===== config.mk =====
export PLATFORM = sky130hd
export DESIGN_NAME = aux_io_ctrl
export DESIGN_NICKNAME = d
export VERILOG_FILES = /design/src/rtl/aux_io_pkg.sv /design/src/rtl/aux_io_regs.sv /design/src/rtl/aux_io_gpio.sv /design/src/rtl/aux_io_ctrl.sv
export SDC_FILE = /design/constraint.sdc
export NUM_CORES = 1
export LEC_CHECK = 0
export ABC_AREA = 0
export BUFFER_PORTS_ARGS = -buffer_cell sky130_fd_sc_hd__buf_4
export CORE_ASPECT_RATIO = 1.25
export CORE_MARGIN = 4
export CORE_UTILIZATION = 53
export DETAILED_ROUTE_END_ITERATION = 8
export GPL_TIMING_DRIVEN = 0
export HOLD_SLACK_MARGIN = 0.06
export PLACE_DENSITY = 0.86
export REMOVE_ABC_BUFFERS = 1
export SYNTH_ARGS = -nofsm -noshare
export SYNTH_HDL_FRONTEND = slang
export SYNTH_SLANG_ARGS = --single-unit

===== constraint.sdc =====
create_clock -name clk -period 2.95 [get_ports clk]
set_clock_uncertainty 0.2 [all_clocks]
set_input_delay 0.59 -clock clk [delete_from_list [all_inputs] [get_ports clk]]
set_output_delay 0.59 -clock clk [all_outputs]
set_load 0.02 [all_outputs]

===== src/rtl/aux_io_pkg.sv =====
package aux_io_pkg;
  localparam int unsigned REG_W = 16;
  localparam int unsigned OFS_W = 12;

  localparam logic [REG_W-1:0] STATUS_RST = 16'h0002;
  localparam logic [REG_W-1:0] PWR_FORCE  = 16'h8040;
  localparam int unsigned      PWR_TRIG   = 7;

  typedef enum logic [3:0] {
    SEL_NONE, SEL_MODE, SEL_CDET, SEL_STAT, SEL_PWR, SEL_CCTL,
    SEL_IRQ_REQ, SEL_IRQ_MSK, SEL_IRQ_STS, SEL_DIR, SEL_LVL, SEL_RDBK
  } reg_sel_e;

  function automatic reg_sel_e decode_ofs(input logic [OFS_W-1:0] ofs);
    case (ofs)
      12'h000: decode_ofs = SEL_MODE;
      12'h004: decode_ofs = SEL_CDET;
      12'h008: decode_ofs = SEL_STAT;
      12'h00C: decode_ofs = SEL_PWR;
      12'h010: decode_ofs = SEL_CCTL;
      12'h014: decode_ofs = SEL_IRQ_REQ;
      12'h018: decode_ofs = SEL_IRQ_MSK;
      12'h01C: decode_ofs = SEL_IRQ_STS;
      12'h020: decode_ofs = SEL_DIR;
      12'h024: decode_ofs = SEL_LVL;
      12'h028: decode_ofs = SEL_RDBK;
      default: decode_ofs = SEL_NONE;
    endcase
  endfunction
endpackage


===== src/rtl/aux_io_regs.sv =====
module aux_io_regs
  import aux_io_pkg::*;
#(
  parameter int unsigned W = REG_W
) (
  input  logic         clk,
  input  logic         rst_n,
  input  logic         wr_en,
  input  reg_sel_e     sel,
  input  logic [W-1:0] wdata,
  output logic [W-1:0] rd_o
);
  localparam int unsigned NPLAIN = 7;

  function automatic int plain_idx(input reg_sel_e s);
    case (s)
      SEL_MODE:    plain_idx = 0;
      SEL_CDET:    plain_idx = 1;
      SEL_CCTL:    plain_idx = 2;
      SEL_IRQ_REQ: plain_idx = 3;
      SEL_IRQ_MSK: plain_idx = 4;
      SEL_IRQ_STS: plain_idx = 5;
      SEL_RDBK:    plain_idx = 6;
      default:     plain_idx = -1;
    endcase
  endfunction

  logic [W-1:0] plain_q [NPLAIN];
  logic [W-1:0] pwr_q, pwr_d;
  logic         pwr_en;

  for (genvar i = 0; i < NPLAIN; i++) begin : g_plain
    logic en;
    always_comb en = wr_en && (plain_idx(sel) == i);
    always_ff @(posedge clk or negedge rst_n) begin
      if (!rst_n)  plain_q[i] <= '0;
      else if (en) plain_q[i] <= wdata;
    end
  end

  always_comb begin
    pwr_en = wr_en && (sel == SEL_PWR);
    pwr_d  = wdata[PWR_TRIG] ? (wdata | PWR_FORCE) : wdata;
  end

  always_ff @(posedge clk or negedge rst_n) begin
    if (!rst_n)      pwr_q <= '0;
    else if (pwr_en) pwr_q <= pwr_d;
  end

  always_comb begin
    if (sel == SEL_PWR)          rd_o = pwr_q;
    else if (plain_idx(sel) >= 0) rd_o = plain_q[plain_idx(sel)];
    else                          rd_o = '0;
  end

  p_pwr_force_r3: assert property (@(posedge clk) disable iff (!rst_n)
    (wr_en && sel == SEL_PWR && wdata[PWR_TRIG]) |=> (pwr_q[15] && pwr_q[6]));
endmodule


===== src/rtl/aux_io_gpio.sv =====
module aux_io_gpio #(
  parameter int unsigned LINES = 16
) (
  input  logic             clk,
  input  logic             rst_n,
  input  logic             dir_wr,
  input  logic             lvl_wr,
  input  logic [LINES-1:0] wdata,
  input  logic [LINES-1:0] ext_vld,
  input  logic [LINES-1:0] ext_lvl,
  output logic [LINES-1:0] dir_q,
  output logic [LINES-1:0] lvl_q,
  output logic [LINES-1:0] out_o,
  output logic [LINES-1:0] chg_o
);
  logic [LINES-1:0] dir_d, lvl_d, eff_d;
  logic             upd;

  always_comb begin
    upd   = dir_wr || lvl_wr;
    dir_d = dir_wr ? wdata : dir_q;
    lvl_d = lvl_wr ? (wdata & dir_q)
                   : ((lvl_q & ~ext_vld) | (ext_lvl & ext_vld));
    eff_d = lvl_d & dir_d;
  end

  always_ff @(posedge clk or negedge rst_n) begin
    if (!rst_n) begin
      dir_q <= '0;
      lvl_q <= '0;
    end else begin
      dir_q <= dir_d;
      lvl_q <= lvl_d;
    end
  end

  for (genvar i = 0; i < LINES; i++) begin : g_line
    logic chg_d;
    always_comb chg_d = upd && (eff_d[i] != out_o[i]);
    always_ff @(posedge clk or negedge rst_n) begin
      if (!rst_n) begin
        out_o[i] <= 1'b0;
        chg_o[i] <= 1'b0;
      end else begin
        chg_o[i] <= chg_d;
        if (upd) out_o[i] <= eff_d[i];
      end
    end
  end

  p_lvl_masked_r4: assert property (@(posedge clk) disable iff (!rst_n)
    lvl_wr |=> ((lvl_q & ~dir_q) == '0));
  p_out_tracks_r5: assert property (@(posedge clk) disable iff (!rst_n)
    (dir_wr || lvl_wr) |=> (out_o == (lvl_q & dir_q)));
  p_chg_needs_wr_r6: assert property (@(posedge clk) disable iff (!rst_n)
    (!dir_wr && !lvl_wr) |=> (chg_o == '0));
  p_ext_quiet_r10: assert property (@(posedge clk) disable iff (!rst_n)
    (!dir_wr && !lvl_wr) |=> $stable(out_o));
  p_bus_wins_r11: assert property (@(posedge clk) disable iff (!rst_n)
    (lvl_wr && ext_vld != '0) |=> (lvl_q == ($past(wdata) & dir_q)));
endmodule


===== src/rtl/aux_io_ctrl.sv =====
module aux_io_ctrl
  import aux_io_pkg::*;
#(
  parameter int unsigned DATA_W = REG_W,
  parameter int unsigned ADDR_W = OFS_W,
  parameter int unsigned LINES  = REG_W
) (
  input  logic              clk,
  input  logic              rst_n,
  input  logic              cs,
  input  logic              we,
  input  logic [ADDR_W-1:0] addr,
  input  logic [DATA_W-1:0] wdata,
  output logic [DATA_W-1:0] rdata,
  input  logic [LINES-1:0]  ext_vld_i,
  input  logic [LINES-1:0]  ext_lvl_i,
  output logic [LINES-1:0]  pin_lvl_o,
  output logic [LINES-1:0]  pin_chg_o
);
  reg_sel_e         sel;
  logic             wr_en;
  logic [DATA_W-1:0] bank_rd;
  logic [LINES-1:0] dir_q, lvl_q;

  always_comb begin
    sel   = decode_ofs(addr);
    wr_en = cs && we;
  end

  aux_io_regs #(.W(DATA_W)) u_regs (
    .clk   (clk),
    .rst_n (rst_n),
    .wr_en (wr_en),
    .sel   (sel),
    .wdata (wdata),
    .rd_o  (bank_rd)
  );

  aux_io_gpio #(.LINES(LINES)) u_gpio (
    .clk     (clk),
    .rst_n   (rst_n),
    .dir_wr  (wr_en && sel == SEL_DIR),
    .lvl_wr  (wr_en && sel == SEL_LVL),
    .wdata   (wdata[LINES-1:0]),
    .ext_vld (ext_vld_i),
    .ext_lvl (ext_lvl_i),
    .dir_q   (dir_q),
    .lvl_q   (lvl_q),
    .out_o   (pin_lvl_o),
    .chg_o   (pin_chg_o)
  );

  always_comb begin
    rdata = '0;
    if (cs) begin
      case (sel)
        SEL_STAT: rdata = STATUS_RST;
        SEL_DIR:  rdata = DATA_W'(dir_q);
        SEL_LVL:  rdata = DATA_W'(lvl_q);
        SEL_NONE: rdata = '0;
        default:  rdata = bank_rd;
      endcase
    end
  end

  p_status_fixed_r8: assert property (@(posedge clk) disable iff (!rst_n)
    (cs && sel == SEL_STAT) |-> (rdata == STATUS_RST));
  p_unmapped_zero_r9: assert property (@(posedge clk) disable iff (!rst_n)
    (cs && sel == SEL_NONE) |-> (rdata == '0));
  p_idle_zero_r2: assert property (@(posedge clk) disable iff (!rst_n)
    !cs |-> (rdata == '0));
endmodule


==> impl_metrics.ini <==
[global_routing]
grt_pass1_wl_mm = 43.6
antenna_found_initial = 0
grt_overflow = 0
grt_pass1_vias = 8139
grt_max_degree = 129
grt_usage_pct = 28.2

[worst_hold_path]
min_from = wdata[4]
hold_end = u_regs.plain_q[4]
min_path_type = primary input to flip-flop
whs_path_depth = 3

[critical_path]
timing.rr.end = u_gpio.chg_o[4]
crit_required_ns = 2.16
path_buf_inv = 5
reg2reg_from = u_gpio.lvl_q[4]
arrival_ns = 2.50
critical_path_class = primary input to output pin
endpoint_kind = output pin
slowest_delay_ns = 0.56
crit_slowest_cell = or4_4
cp_max_fo = 4
timing.critical_path.max_delay_family = simple AND/OR/NAND/NOR gates
reg2reg_depth = 4
reg2reg_slack_ns = 1.48
start_kind = primary input
path_cells = buf_6 > or4_4 > nor4b_4 > buf_12 > buf_12 > buf_8 > o21ai_4 > a221oi_2 > o311a_1 > buf_6

[pwr]
peakVddDrop_mv = 0.467
cell_internal_pwr_w = 0.00452
power_frac_seq_pct = 46.0
clockPowerShare_pct = 47.0
p_switching_w = 0.00130
combPwrFrac_pct = 7.1
power_density_mw_per_mm2 = 484
swShare_pct = 22.4
total_power_w = 0.00582
p_leak_nw = 5.58

[detailed_routing]
vias_per_cell = 6.58
ant_nets = 0
drtIter0Drc = 1071
drt-pass1-iter-count = 7
vias = 7948
drt_wl_total_mm = 29.2
detail_route.wl_per_cell_um = 24.2
drc = 0

[cells_and_area]
n_fill_cell = 1110
area_growth_pct = 27.0
final_area_sq_mm = 0.0120
final_cell_mix = dfrtp_1 (192), mux2_2 (131), buf_4 (127)
nNetsFinal = 1034
drive_gt1_share_pct = 40.2
final_util_pct = 68.8
final_common_cell = dfrtp_1
diodes = 0

[die]
die_w_um = 128
die_y_um = 157
die_area_sq_mm = 0.0201
rows = 54
num_io_pins = 112
core_area_sq_mm = 0.0175
start_util_pct = 54.1

[cts]
cts.path.max_buffers = 2
cts_buffers = 17
h-tree-depth = 4
ctsRootBufferMaster = clkbuf_16
insertion_delay_ns = 0.44
path_clk_slew_ns = 0.08
cts_tree = done
clock-sinks = 192

[logic_synthesis]
synthArstFlopShare_pct = 100
ys_seq_area_share_pct = 50.7
synth-warning-count = 0
syn_inst = 847
syn-mean-instance-area_sq_um = 11.2
yosysTopAreaCell = dfrtp_1
synth_area_leaders = dfrtp_1 (51%), mux2_2 (16%), o21ai_0 (4.8%)
synth_ff_type = dfrtp_1
synth_edf_count = 0
ys_ff_latch = 192
synth_cell_types = 56
synthesis.area_sq_mm = 0.00947
yosysTopAreaCellShare_pct = 50.7

[timing]
max_freq_mhz = 304
finalHoldViolCount = 0
worstMarginPinSlew_ns = 1.02
rsz0062_at_grt = yes
setup_viol = 16
period_share_pct = 112
relSlewSlack_pct = 31.6
setup_ws_ns = -0.340
final_max_slew_viol_count = 0
layout_min_cycle_time_ns = 3.29

[placement]
portBuffers = 111
place_area_sq_mm = 0.0104
gp_congestion = 0.833
dp_hpwl_mm = 15.8

[run]
max-cap-violations = 0

[status]
violations = setup timing
status = finished, violations left
[state kept, by name (all words and copies together), names as in the netlist]
register        count
u_regs.plain_q    112
u_gpio.chg_o       16
u_gpio.dir_q       16
u_gpio.lvl_q       16
u_gpio.out_o       16
u_regs.pwr_q       16
[logic make-up (layout without fill, tap and decap cells)]
family	count (synthesis)	count (layout)	synth area share, %
flip-flops	192	192	50.7
XOR/XNOR	8	8	0.740
buffers and inverters	86	218	4.07
AND/OR/NAND/NOR	178	180	10.7
multiplexers	171	171	19.8
AO/OA/AOI/OAI	212	214	13.9
[power by group through the flow]
stage / clock network, W / registers [W] / logic (W)
after floorplan: 0 / 0.00272 / 0.000130
after global placement: 0 / 0.00273 / 0.000334
after detailed placement: 0 / 0.00273 / 0.000355
after CTS: 0.00272 / 0.00268 / 0.000384
after global routing: 0.00284 / 0.00268 / 0.000440
final: 0.00273 / 0.00268 / 0.000411
[what timing repair did]
item,in CTS,in global routing
pin swaps,22,21
setup endpoints to repair,140,64
endpoints found under the hold margin,64,0
buffers inserted,27,17
cloned,3,1
hold buffers,1,0
gates resized for setup,78,18
[worst max-delay path by stage]
| stage | slack [ns] | depth (start not counted) | start | to |
|---|---|---|---|---|
| after floorplan | -1.00 | 5 | addr[7] | rdata[5] |
| after global placement | -2.37 | 5 | addr[2] | u_regs.pwr_q[3] |
| after detailed placement | -1.57 | 6 | addr[2] | u_regs.pwr_q[7] |
| after CTS | -0.36 | 10 | addr[10] | rdata[7] |
| final | -0.34 | 10 | addr[9] | rdata[14] |
| after global routing | -0.39 | 10 | addr[9] | rdata[7] |
[final cells by class]
| cell class | count | area (sq um) | area share (%) |
|---|---|---|---|
| tap | 224 | 280 | 2.33 |
| inverter | 22 | 82.6 | 0.686 |
| sequential | 192 | 4800 | 39.9 |
| timing repair buffer | 164 | 1500 | 12.5 |
| clock buffer | 20 | 447 | 3.71 |
| clock inverter | 12 | 250 | 2.08 |
| multi-input combinational | 573 | 4670 | 38.8 |
[layer usage]
| layer | up-vias | GRT usage [%] | part of all wire [%] |
|---|---|---|---|
| met5 | - | 0 | 0 |
| met4 | 0 | 19.3 | 7.2 |
| met3 | 163 | 9.61 | 9.4 |
| met2 | 527 | 44.8 | 48 |
| met1 | 3942 | 32.0 | 35 |
| li1 | 3316 | - | - |
[worst reg2reg max path, cell delays in order (launching register included)]
cell	delay [ns]
dfrtp_1	0.38
mux2_2	0.27
a22oi_1	0.23
or3_1	0.16
a21oi_1	0.07
[Yosys cell counts, types with 2 or more instances]
cell type	number
a211o_1	2
nand2_1	75
or2_2	4
buf_2	19
a31oi_1	11
nor3_1	2
and2_1	3
dfrtp_1	192
o22ai_1	5
o211ai_1	6
or3_1	9
nand3b_1	2
nand3_1	12
a21oi_1	41
nor2_1	36
inv_1	22
o21a_1	8
buf_1	6
mux2_2	131
o21ai_0	91
buf_4	6
clkbuf_1	30
o211a_1	3
buf_6	2
xor2_1	7
o221ai_1	7
a22oi_1	8
nor4_4	9
nor3b_1	2
nand2b_1	5
a221oi_1	8
nor4_2	3
mux2i_1	40
o311a_1	8
nand4_1	3
a221o_1	8
and3_1	2
[stage by stage]
step	TNS (ns)	hold WS [ns]	instances	setup slack, ns
2_1_floorplan	-20.01	0.0944	783	-1.00
3_3_place_gp	-220.90	0.264	1118	-2.37
3_5_place_dp	-119.80	0.283	1125	-1.57
4_1_cts	-4.65	0.226	1187	-0.356
5_1_grt	-5.27	0.252	1207	-0.386
6_report	-4.62	0.241	1207	-0.340
(Power assumes the default switching activity.)
